===== config.mk =====
export PLATFORM = sky130hd
export DESIGN_NAME = twophase_select_ctrl
export DESIGN_NICKNAME = d
export VERILOG_FILES = /design/src/rtl/twophase_select_ctrl.sv
export SDC_FILE = /design/constraint.sdc
export NUM_CORES = 1
export LEC_CHECK = 0
export ABC_AREA = 1
export BUFFER_PORTS_ARGS = -buffer_cell sky130_fd_sc_hd__buf_2
export CAP_MARGIN = 20
export CORE_AREA = 2 2 39 41
export DETAILED_ROUTE_END_ITERATION = 8
export DIE_AREA = 0 0 41 43
export GPL_TIMING_DRIVEN = 1
export HOLD_SLACK_MARGIN = 0.06
export PLACE_DENSITY = 0.43
export SYNTH_ARGS = -nofsm -noshare
export SYNTH_HDL_FRONTEND = slang
export SYNTH_SLANG_ARGS = --single-unit

===== constraint.sdc =====
create_clock -name clk -period 1 [get_ports clk]
set_input_delay 0.2 -clock clk [delete_from_list [all_inputs] [get_ports clk]]
set_output_delay 0.2 -clock clk [all_outputs]
set_load 0.01 [all_outputs]

===== src/rtl/twophase_select_ctrl.sv =====
module twophase_select_ctrl (
  input  logic clk,
  input  logic rst,
  input  logic req_tgl,
  input  logic sel,
  input  logic done_tgl,
  output logic ack_tgl,
  output logic start_tgl,
  output logic busy,
  output logic proto_err
);

  typedef enum logic {IDLE = 1'b0, WAIT_DONE = 1'b1} ctrl_state_t;

  ctrl_state_t state;
  logic req_seen, done_seen;
  logic req_ev, done_ev;

  assign req_ev  = req_tgl ^ req_seen;
  assign done_ev = done_tgl ^ done_seen;
  assign busy    = (state == WAIT_DONE);

  always_ff @(posedge clk) begin
    if (rst) begin
      req_seen  <= 1'b0;
      done_seen <= 1'b0;
    end else begin
      req_seen  <= req_tgl;
      done_seen <= done_tgl;
    end
  end

  always_ff @(posedge clk) begin
    if (rst) begin
      state     <= IDLE;
      ack_tgl   <= 1'b0;
      start_tgl <= 1'b0;
    end else if (state == IDLE) begin
      if (req_ev) begin
        if (sel) begin
          start_tgl <= ~start_tgl;
          state     <= WAIT_DONE;
        end else begin
          ack_tgl   <= ~ack_tgl;
        end
      end
    end else if (done_ev) begin
      ack_tgl <= ~ack_tgl;
      state   <= IDLE;
    end
  end

  always_ff @(posedge clk) begin
    if (rst)
      proto_err <= 1'b0;
    else if ((busy && req_ev) || (!busy && done_ev))
      proto_err <= 1'b1;
  end

endmodule



Word-level counts from Yosys, hierarchy flattened

Index checks and enable logic that the tools add are counted.

$add $sub $neg: 0
Multiply operators: 0
Div/mod/pow operators: 0
$lt $le $gt $ge: 0
Equality and inequality tests: 2
Shift-type cells: 0
Mux-type cells: 8
Bitwise operators: 5
Reduce and logical (&&, ||, !) cells: 7

Operators by type and width:

| cell                 | number |
|---|---|
| $mux W1              | 8 |
| $reduce_and A3 Y1    | 2 |
| $ne A2 B1 Y1 const B | 2 |
| $not A1 Y1           | 3 |
| $logic_and A1 B1 Y1  | 2 |
| $reduce_bool A2 Y1   | 1 |
| $xor A1 B1 Y1        | 2 |
| $logic_not A1 Y1     | 1 |
| $logic_or A1 B1 Y1   | 1 |

Bits in registers: 6
Bits in latches: 0
Bits in writable memories: 0
ROM bits: 0
Input bits: 5
Output and inout port bits: 4
Logic and storage cells: 28
Memories kept: 0

Depth between registers and ports, before layout

Gate-level depths: netlist of the first run.

Word-level depth: 4
Gate-level depth with buffers: 7
Gate-level depth less buffers: 7

Least setup slack after synthesis of the first run

OpenSTA, ideal clock, no wires.

Path kind: register -> register
From: register state (netlist: busy)
To: register ack_tgl
Setup time: 115 ps
Arrival: 745 ps
Required time: 885 ps
Slack: 140 ps
Stages on the path, launching flop included: 4
Buffers on the path: 0
Period minus slack after synthesis: 860 ps
Cells stage by stage: dfxtp_1 -> nand3_1 -> a21oi_1 -> nor2_1

Cells in the longest elaborated chain, start to end: 2
Elaborated cells between the ends (all ways): 5
Those cells by class: 2 x eq/ne; 1 x mux; 2 x reduce/logical

Ends and longest elaborated chain:

| element                                                                    | RTL line | source |
|---|---|---|
| start: declaration                                                         | 15       | `ctrl_state_t state;` |
| start signal: assignment                                                   | 35       | `state <= IDLE;` |
| start signal: assignment                                                   | 42       | `state <= WAIT_DONE;` |
| start signal: assignment                                                   | 49       | `state <= IDLE;` |
| $ne A2 B1 Y1 (no source line) / $reduce_bool A2 Y1 (equally long branches) | n/a      |  |
| $reduce_and A3 Y1 (no source line)                                         | n/a      |  |
| end signal: assignment                                                     | 44       | `ack_tgl <= ~ack_tgl;` |
| end signal: assignment                                                     | 48       | `ack_tgl <= ~ack_tgl;` |
| end: declaration                                                           | 7        | `output logic ack_tgl,` |

Parallel ways exist; a longest one is shown, timed or not.
A chain may end at the register's enable or synchronous reset.

Final worst setup path of the first run

From: register state (netlist: busy)
To: output port busy

RTL lines:

| element          | RTL line | source |
|---|---|---|
| end: declaration | 9        | `output logic busy,` |

No word-level cell between the ends.

==> flow_metrics.tcl, run 1 <==
set metrics [dict create \
    outcome "completed" \
    clkSinkCount 6 \
    area.growth.synth_to_final_pct 31.0 \
    wire_per_inst_um 7.79 \
    portBuffers 8 \
    cpPeakStageDelay_ps 360 \
    seq_area_frac_synth_pct 44.4 \
    crit_type "flip-flop to primary output" \
    diodes 0 \
    track_usage_pct 7.83 \
    postSynthCellCount 40 \
    hold_viol_final 0 \
    drv_slew 0 \
    synth_nets 45 \
    p_sw_w 0.000150 \
    yosys.area.top_type "dfxtp_1" \
    slew_headroom_pct 86.9 \
    min_path_type "input port to flip-flop" \
    switching_share_pct 25.4 \
    crit_fanout 5 \
    vias_per_cell 3.82 \
    n_fill_cell 154 \
    clk_path_buf_depth 2 \
    finalCriticalPeriod_ps 935 \
    cts_tree "done" \
    rows 14 \
    r2r_setup_slack_ps 140 \
    end_kind "primary output" \
    worstHoldPathCells 2 \
    post-route-period-util_pct 93.5 \
    p_per_area_nw_per_um2 1670 \
    ys_ff_latch 6 \
    rr_worst_depth 5 \
    final_core_util_pct 25.6 \
    die_area_sq_um 1760 \
    startpoint_type "flip-flop" \
    htreeDepth 1 \
    ant_nets 0 \
    drv_cap 0 \
    drcViolationCount 0 \
    core_sq_um 1380 \
    drive_gt1_share_pct 29.4 \
    finalWirelength_um 522 \
    grt_overflow 0 \
    grt_max_degree 6 \
    synth_most_common_cell "nand2_1" \
    power.internal_w 0.000440 \
    path_clk_slew_ps 40 \
    num_vias 256 \
    start_util_pct 19.5 \
    ys_types 9 \
    postSynthAreaPerCell_sq_um 6.76 \
    worst-path-buf-inv 1 \
    critPathArrivalTime_ps 740 \
    yosys_warnings 0 \
    regToRegStartpoint "done_seen" \
    worst_ep_required_time_ps 800 \
    die_height_um 43 \
    fin_setup_tns_ps 0 \
    hold_ws_ps 163 \
    whs_endpoint "busy" \
    final_area_sq_um 354 \
    synth_edf_count 0 \
    yosys-top-cells-area "dfxtp_1, nand2_1, inv_1" \
    placed_area_sq_um 330 \
    syn_area_sq_um 270 \
    synth_commonest_cells "nand2_1, inv_1, dfxtp_1" \
    root_buffer "clkbuf_4" \
    cts_buffers 3 \
    fmax_ghz 1.07 \
    setup_viol 0 \
    clkPwrFrac_pct 37.0 \
    cpMaxStageDelayCell "dfxtp_2" \
    grt_pass1_vias 226 \
    netlist.area_leader.share_pct 44.4 \
    pwr-share-comb_pct 16.6 \
    place_congestion 0.640 \
    hpwl_um 409 \
    finClkSkew_ps 0.203 \
    crit_family "flip-flops" \
    grt_pass1_wl_um 855 \
    leakage_nw 0.196 \
    grt_setup_unrepaired "no" \
    die_w_um 41 \
    cts_setup_buffers 0 \
    synth_flop_cell "dfxtp_1" \
    tightest_slew_ps 196 \
    worst_r2r_endpoint "ack_tgl" \
    hp-start "rst" \
    insertion_delay_ps 240 \
    drt_pass1_iterations 4 \
    drt_iter0_drc 6 \
    synthArstFlopShare_pct 0 \
    worstPathCellList "buf_2" \
    seqPwrFrac_pct 46.3 \
    vdd_drop_max_mv 0.313 \
    fin_nets 58 \
    antenna_found_initial 0 \
    boundaryPins 9 \
]
==> repair_timing <==
| item | in CTS | in global routing |
|---|---|---|
| resized for setup | 1 | 0 |
| hold buffers | 0 | 0 |
| hold endpoints to repair | 0 | 0 |
| endpoints found under the setup margin | 1 | 0 |
==> power by group through the flow <==
stage | clock network, W | registers, W | logic [W]
2_1_floorplan | 0 | 0.000284 | 0.0000566
3_3_place_gp | 0 | 0.000278 | 0.0000987
3_5_place_dp | 0 | 0.000277 | 0.0000986
4_1_cts | 0.000234 | 0.000273 | 0.0000992
5_1_grt | 0.000254 | 0.000276 | 0.000112
6_report | 0.000219 | 0.000273 | 0.0000980
==> metal layers <==
metal | GRT usage, % | part of all wire [%]
met5 | 0 | 0
met4 | 10.0 | 1.1
met3 | 3.14 | 5.6
met2 | 8.13 | 44
met1 | 9.97 | 49
==> worst max path at each step <==
stage / from / end / slack, ps / cells after the start
6_report: busy / busy / 60 / 1
5_1_grt: busy / busy / 20 / 1
4_1_cts: busy / busy / 50 / 1
3_5_place_dp: req_tgl / proto_err / 100 / 8
3_3_place_gp: req_tgl / proto_err / 110 / 8
2_1_floorplan: busy / ack_tgl / 140 / 3
==> cell type report <==
type | instances | area [sq um] | share of cell area [%]
clock buffer | 3 | 22.5 | 6.36
inverter | 8 | 30.0 | 8.48
multi-input combinational | 26 | 120 | 33.9
sequential | 6 | 121 | 34.3
tap | 16 | 20.0 | 5.65
timing repair buffer | 8 | 40.0 | 11.3
==> logic make-up (layout without fill, tap and decap cells) <==
kind of cell / after synthesis / after routing / synth area share (%)
buffers and inverters: 8 / 19 / 11.1
AO/OA/AOI/OAI: 3 / 3 / 5.55
AND/OR/NAND/NOR: 23 / 23 / 38.9
flip-flops: 6 / 6 / 44.4
==> stage by stage <==
step	std cells	worst slack [ps]	power, W
after global routing	67	17.4	0.000641
after CTS	67	51.9	0.000607
after floorplan	40	140	0.000341
final	67	64.8	0.000590
after detailed placement	64	102	0.000376
after global placement	64	108	0.000376
==> cell usage in the layout (no fill, tap or decap), drive strengths merged <==
cell type	synthesis	routed
nand2	12	12
nand3	4	4
nor2	5	5
dfxtp	6	6
nand3b	1	1
a21oi	3	3
buf	0	8
clkbuf	0	3
and2	1	1
inv	8	8
==> state kept, by name, indices dropped and copies added, names as in the netlist <==
register,count
req_seen,1
busy,1
proto_err,1
ack_tgl,1
start_tgl,1
done_seen,1
Note: power is estimated with default switching activity, not from simulation.
==> inputs of run 2 (changes only) <==
--- a/config.mk
+++ b/config.mk
@@ -5,15 +5,15 @@
 export SDC_FILE = /design/constraint.sdc
 export NUM_CORES = 1
 export LEC_CHECK = 0
-export ABC_AREA = 1
 export BUFFER_PORTS_ARGS = -buffer_cell sky130_fd_sc_hd__buf_2
 export CAP_MARGIN = 20
 export CORE_AREA = 2 2 39 41
 export DETAILED_ROUTE_END_ITERATION = 8
 export DIE_AREA = 0 0 41 43
+export GPL_ROUTABILITY_DRIVEN = 0
 export GPL_TIMING_DRIVEN = 1
 export HOLD_SLACK_MARGIN = 0.06
-export PLACE_DENSITY = 0.43
+export PLACE_DENSITY = 0.41
 export SYNTH_ARGS = -nofsm -noshare
 export SYNTH_HDL_FRONTEND = slang
 export SYNTH_SLANG_ARGS = --single-unit
==> run 2 against run 1 <==
  * The flow now finishes with violations (setup timing)
  * Utilization rose by 1.4 points
  * Register-to-register slack worse by 220 ps
  * Design area up 5.3%
  * Sequential cell count unchanged
  * Critical path depth is 2 higher
  * Largest cell class is now multi-input combinational cells
  * Critical endpoint is now ack_tgl
  * First-iteration DRC count fell by 67%
==> flow_metrics.tcl, run 2 <==
set metrics [dict create \
    rows 14 \
    vdd_drop_max_mv 0.511 \
    ant_nets 0 \
    syn_area_sq_um 249 \
    dpl.cell_count 53 \
    synth_flop_cell "dfxtp_1" \
    root_buffer "clkbuf_4" \
    seq_area_frac_synth_pct 48.2 \
    n_fill_cell 155 \
    clkPwrFrac_pct 36.1 \
    timing.final.ws_setup_ps -84.3 \
    drv_slew 0 \
    die_area_sq_um 1760 \
    ys_types 14 \
    htreeDepth 1 \
    cts_hold_buf 0 \
    drv_cap 0 \
    wire_per_inst_um 8.64 \
    tightest_slew_ps 219 \
    seqPwrFrac_pct 44.1 \
    regToRegStartpoint "req_seen" \
    finalCriticalPeriod_ps 1080 \
    fmax_ghz 0.922 \
    hp-start "done_tgl" \
    insertion_delay_ps 240 \
    synth_nets 31 \
    whs_endpoint "done_seen" \
    drive_gt1_share_pct 47.5 \
    netlist.area_leader.share_pct 48.2 \
    p_per_area_nw_per_um2 1680 \
    boundaryPins 9 \
    yosys-top-cells-area "dfxtp_1, nor2b_1, xor2_1" \
    startpoint_type "flip-flop" \
    area.growth.synth_to_final_pct 49.7 \
    yosys_warnings 0 \
    die_w_um 41 \
    num_vias 226 \
    leakage_nw 0.176 \
    outcome "finished with violations" \
    drt_iter0_drc 2 \
    fin_setup_tns_ps -84.3 \
    min_path_type "input port to flip-flop" \
    place_ws_ps -163 \
    worst_r2r_endpoint "ack_tgl" \
    rr_worst_depth 3 \
    synthAdderAreaFrac_pct 0 \
    pwr-share-comb_pct 19.8 \
    drt_pass1_iterations 3 \
    synth_most_common_cell "dfxtp_1" \
    worst_ep_required_time_ps 1130 \
    vias_per_cell 4.04 \
    end_kind "flip-flop" \
    mostFrequentLayoutCells "buf_2, nor2b_1, dfxtp_1, clkbuf_4, buf_4" \
    grt_setup_unrepaired "yes" \
    track_usage_pct 7.44 \
    postSynthCellCount 26 \
    grt_pass1_wl_um 814 \
    yosys.area_share.simple_pct 18.1 \
    r2r_setup_slack_ps -80 \
    grt_max_degree 8 \
    fin_nets 47 \
    violations "setup timing" \
    synthArstFlopShare_pct 0 \
    crit_type "flip-flop to flip-flop" \
    antenna_found_initial 0 \
    portBuffers 8 \
    ys_ff_latch 6 \
    die_height_um 43 \
    worstHoldPathCells 2 \
    synth_commonest_cells "dfxtp_1, nor2b_1" \
    total_power_w 0.000626 \
    grt_overflow 0 \
    crit_fanout 2 \
    hpwl_um 366 \
    cts_tree "done" \
    cts_buffers 3 \
    p_sw_w 0.000158 \
    setup_viol 1 \
    synth_xor_area_share_pct 10.6 \
    postSynthAreaPerCell_sq_um 9.58 \
    synth_compound_gate_area_share_pct 11.6 \
    grt_pass1_vias 201 \
    clk_path_buf_depth 2 \
    core_sq_um 1380 \
    slew_headroom_pct 85.4 \
    path_clk_slew_ps 50 \
    diodes 0 \
    finClkSkew_ps 2.86 \
    synth_edf_count 0 \
    drcViolationCount 0 \
    final_cells 56 \
    post-route-period-util_pct 108 \
    clkSinkCount 6 \
    critPathArrivalTime_ps 1210 \
    power.internal_w 0.000468 \
    final_common_cell "buf_2" \
    yosys.area.top_type "dfxtp_1" \
    hold_viol_final 0 \
    synth_top_family_by_area "simple AND/OR/NAND/NOR gates" \
    synth.area.mux_share_pct 8.54 \
    start_util_pct 18.0 \
    finalWirelength_um 484 \
    switching_share_pct 25.2 \
]
[run 2: worst max path at each step]
stage | start | end | slack, ps | depth (start not counted)
final | req_seen | ack_tgl | -80 | 3
after detailed placement | req_tgl | ack_tgl | -160 | 4
after CTS | req_seen | ack_tgl | -130 | 3
after global routing | req_seen | ack_tgl | -120 | 3
after global placement | req_tgl | ack_tgl | -150 | 4
after floorplan | req_seen | ack_tgl | -80 | 3
[run 2: per-stage QoR]
step                hold WS [ps]  cell area [sq um]  util (%)
global placement             437                334      24.1
global route                 211                373      26.9
CTS                          191                364      26.3
finish                       199                373      26.9
detailed placement           441                334      24.1
floorplan                    264                251         -
[run 2: final cells by class]
cell class	count	area (sq um)	area share [%]
clock buffer	3	22.5	6.04
sequential	6	123	32.9
tap	16	20.0	5.37
inverter	2	7.51	2.01
multi-input combinational	18	138	36.9
timing repair buffer	11	62.6	16.8
[run 2: kinds of logic after synthesis]
family | count (synthesis)
flip-flops | 6
multiplexers | 2
AND/OR/NAND/NOR | 8
buffers and inverters | 2
XOR/XNOR | 3
AO/OA/AOI/OAI | 5
[run 2: metal layers]
layer	global-route usage (%)	wire length [um]
met3	4.71	39
met5	0	0
met4	6.00	0
met2	9.06	223
met1	8.71	221
[run 2: worst max-delay path, stage by stage, from the launching register on]
cell     delay [ps]
dfxtp_2         330
xor2_2          150
a22oi_2         180
mux2_4          310
[run 2: power by group through the flow]
stage	Sequential, W	Combinational (W)	Clock, W
floorplan	0.000287	0.0000506	0
global placement	0.000279	0.000112	0
detailed placement	0.000280	0.000113	0
CTS	0.000276	0.000115	0.000239
global route	0.000279	0.000138	0.000259
finish	0.000276	0.000124	0.000226
[run 2: timing repair]
item | 4_1_cts | 5_1_grt
endpoints found under the setup margin | 1 | 3
resized for setup | 1 | 2
buffers inserted | 0 | 0
pin swaps | 1 | 1
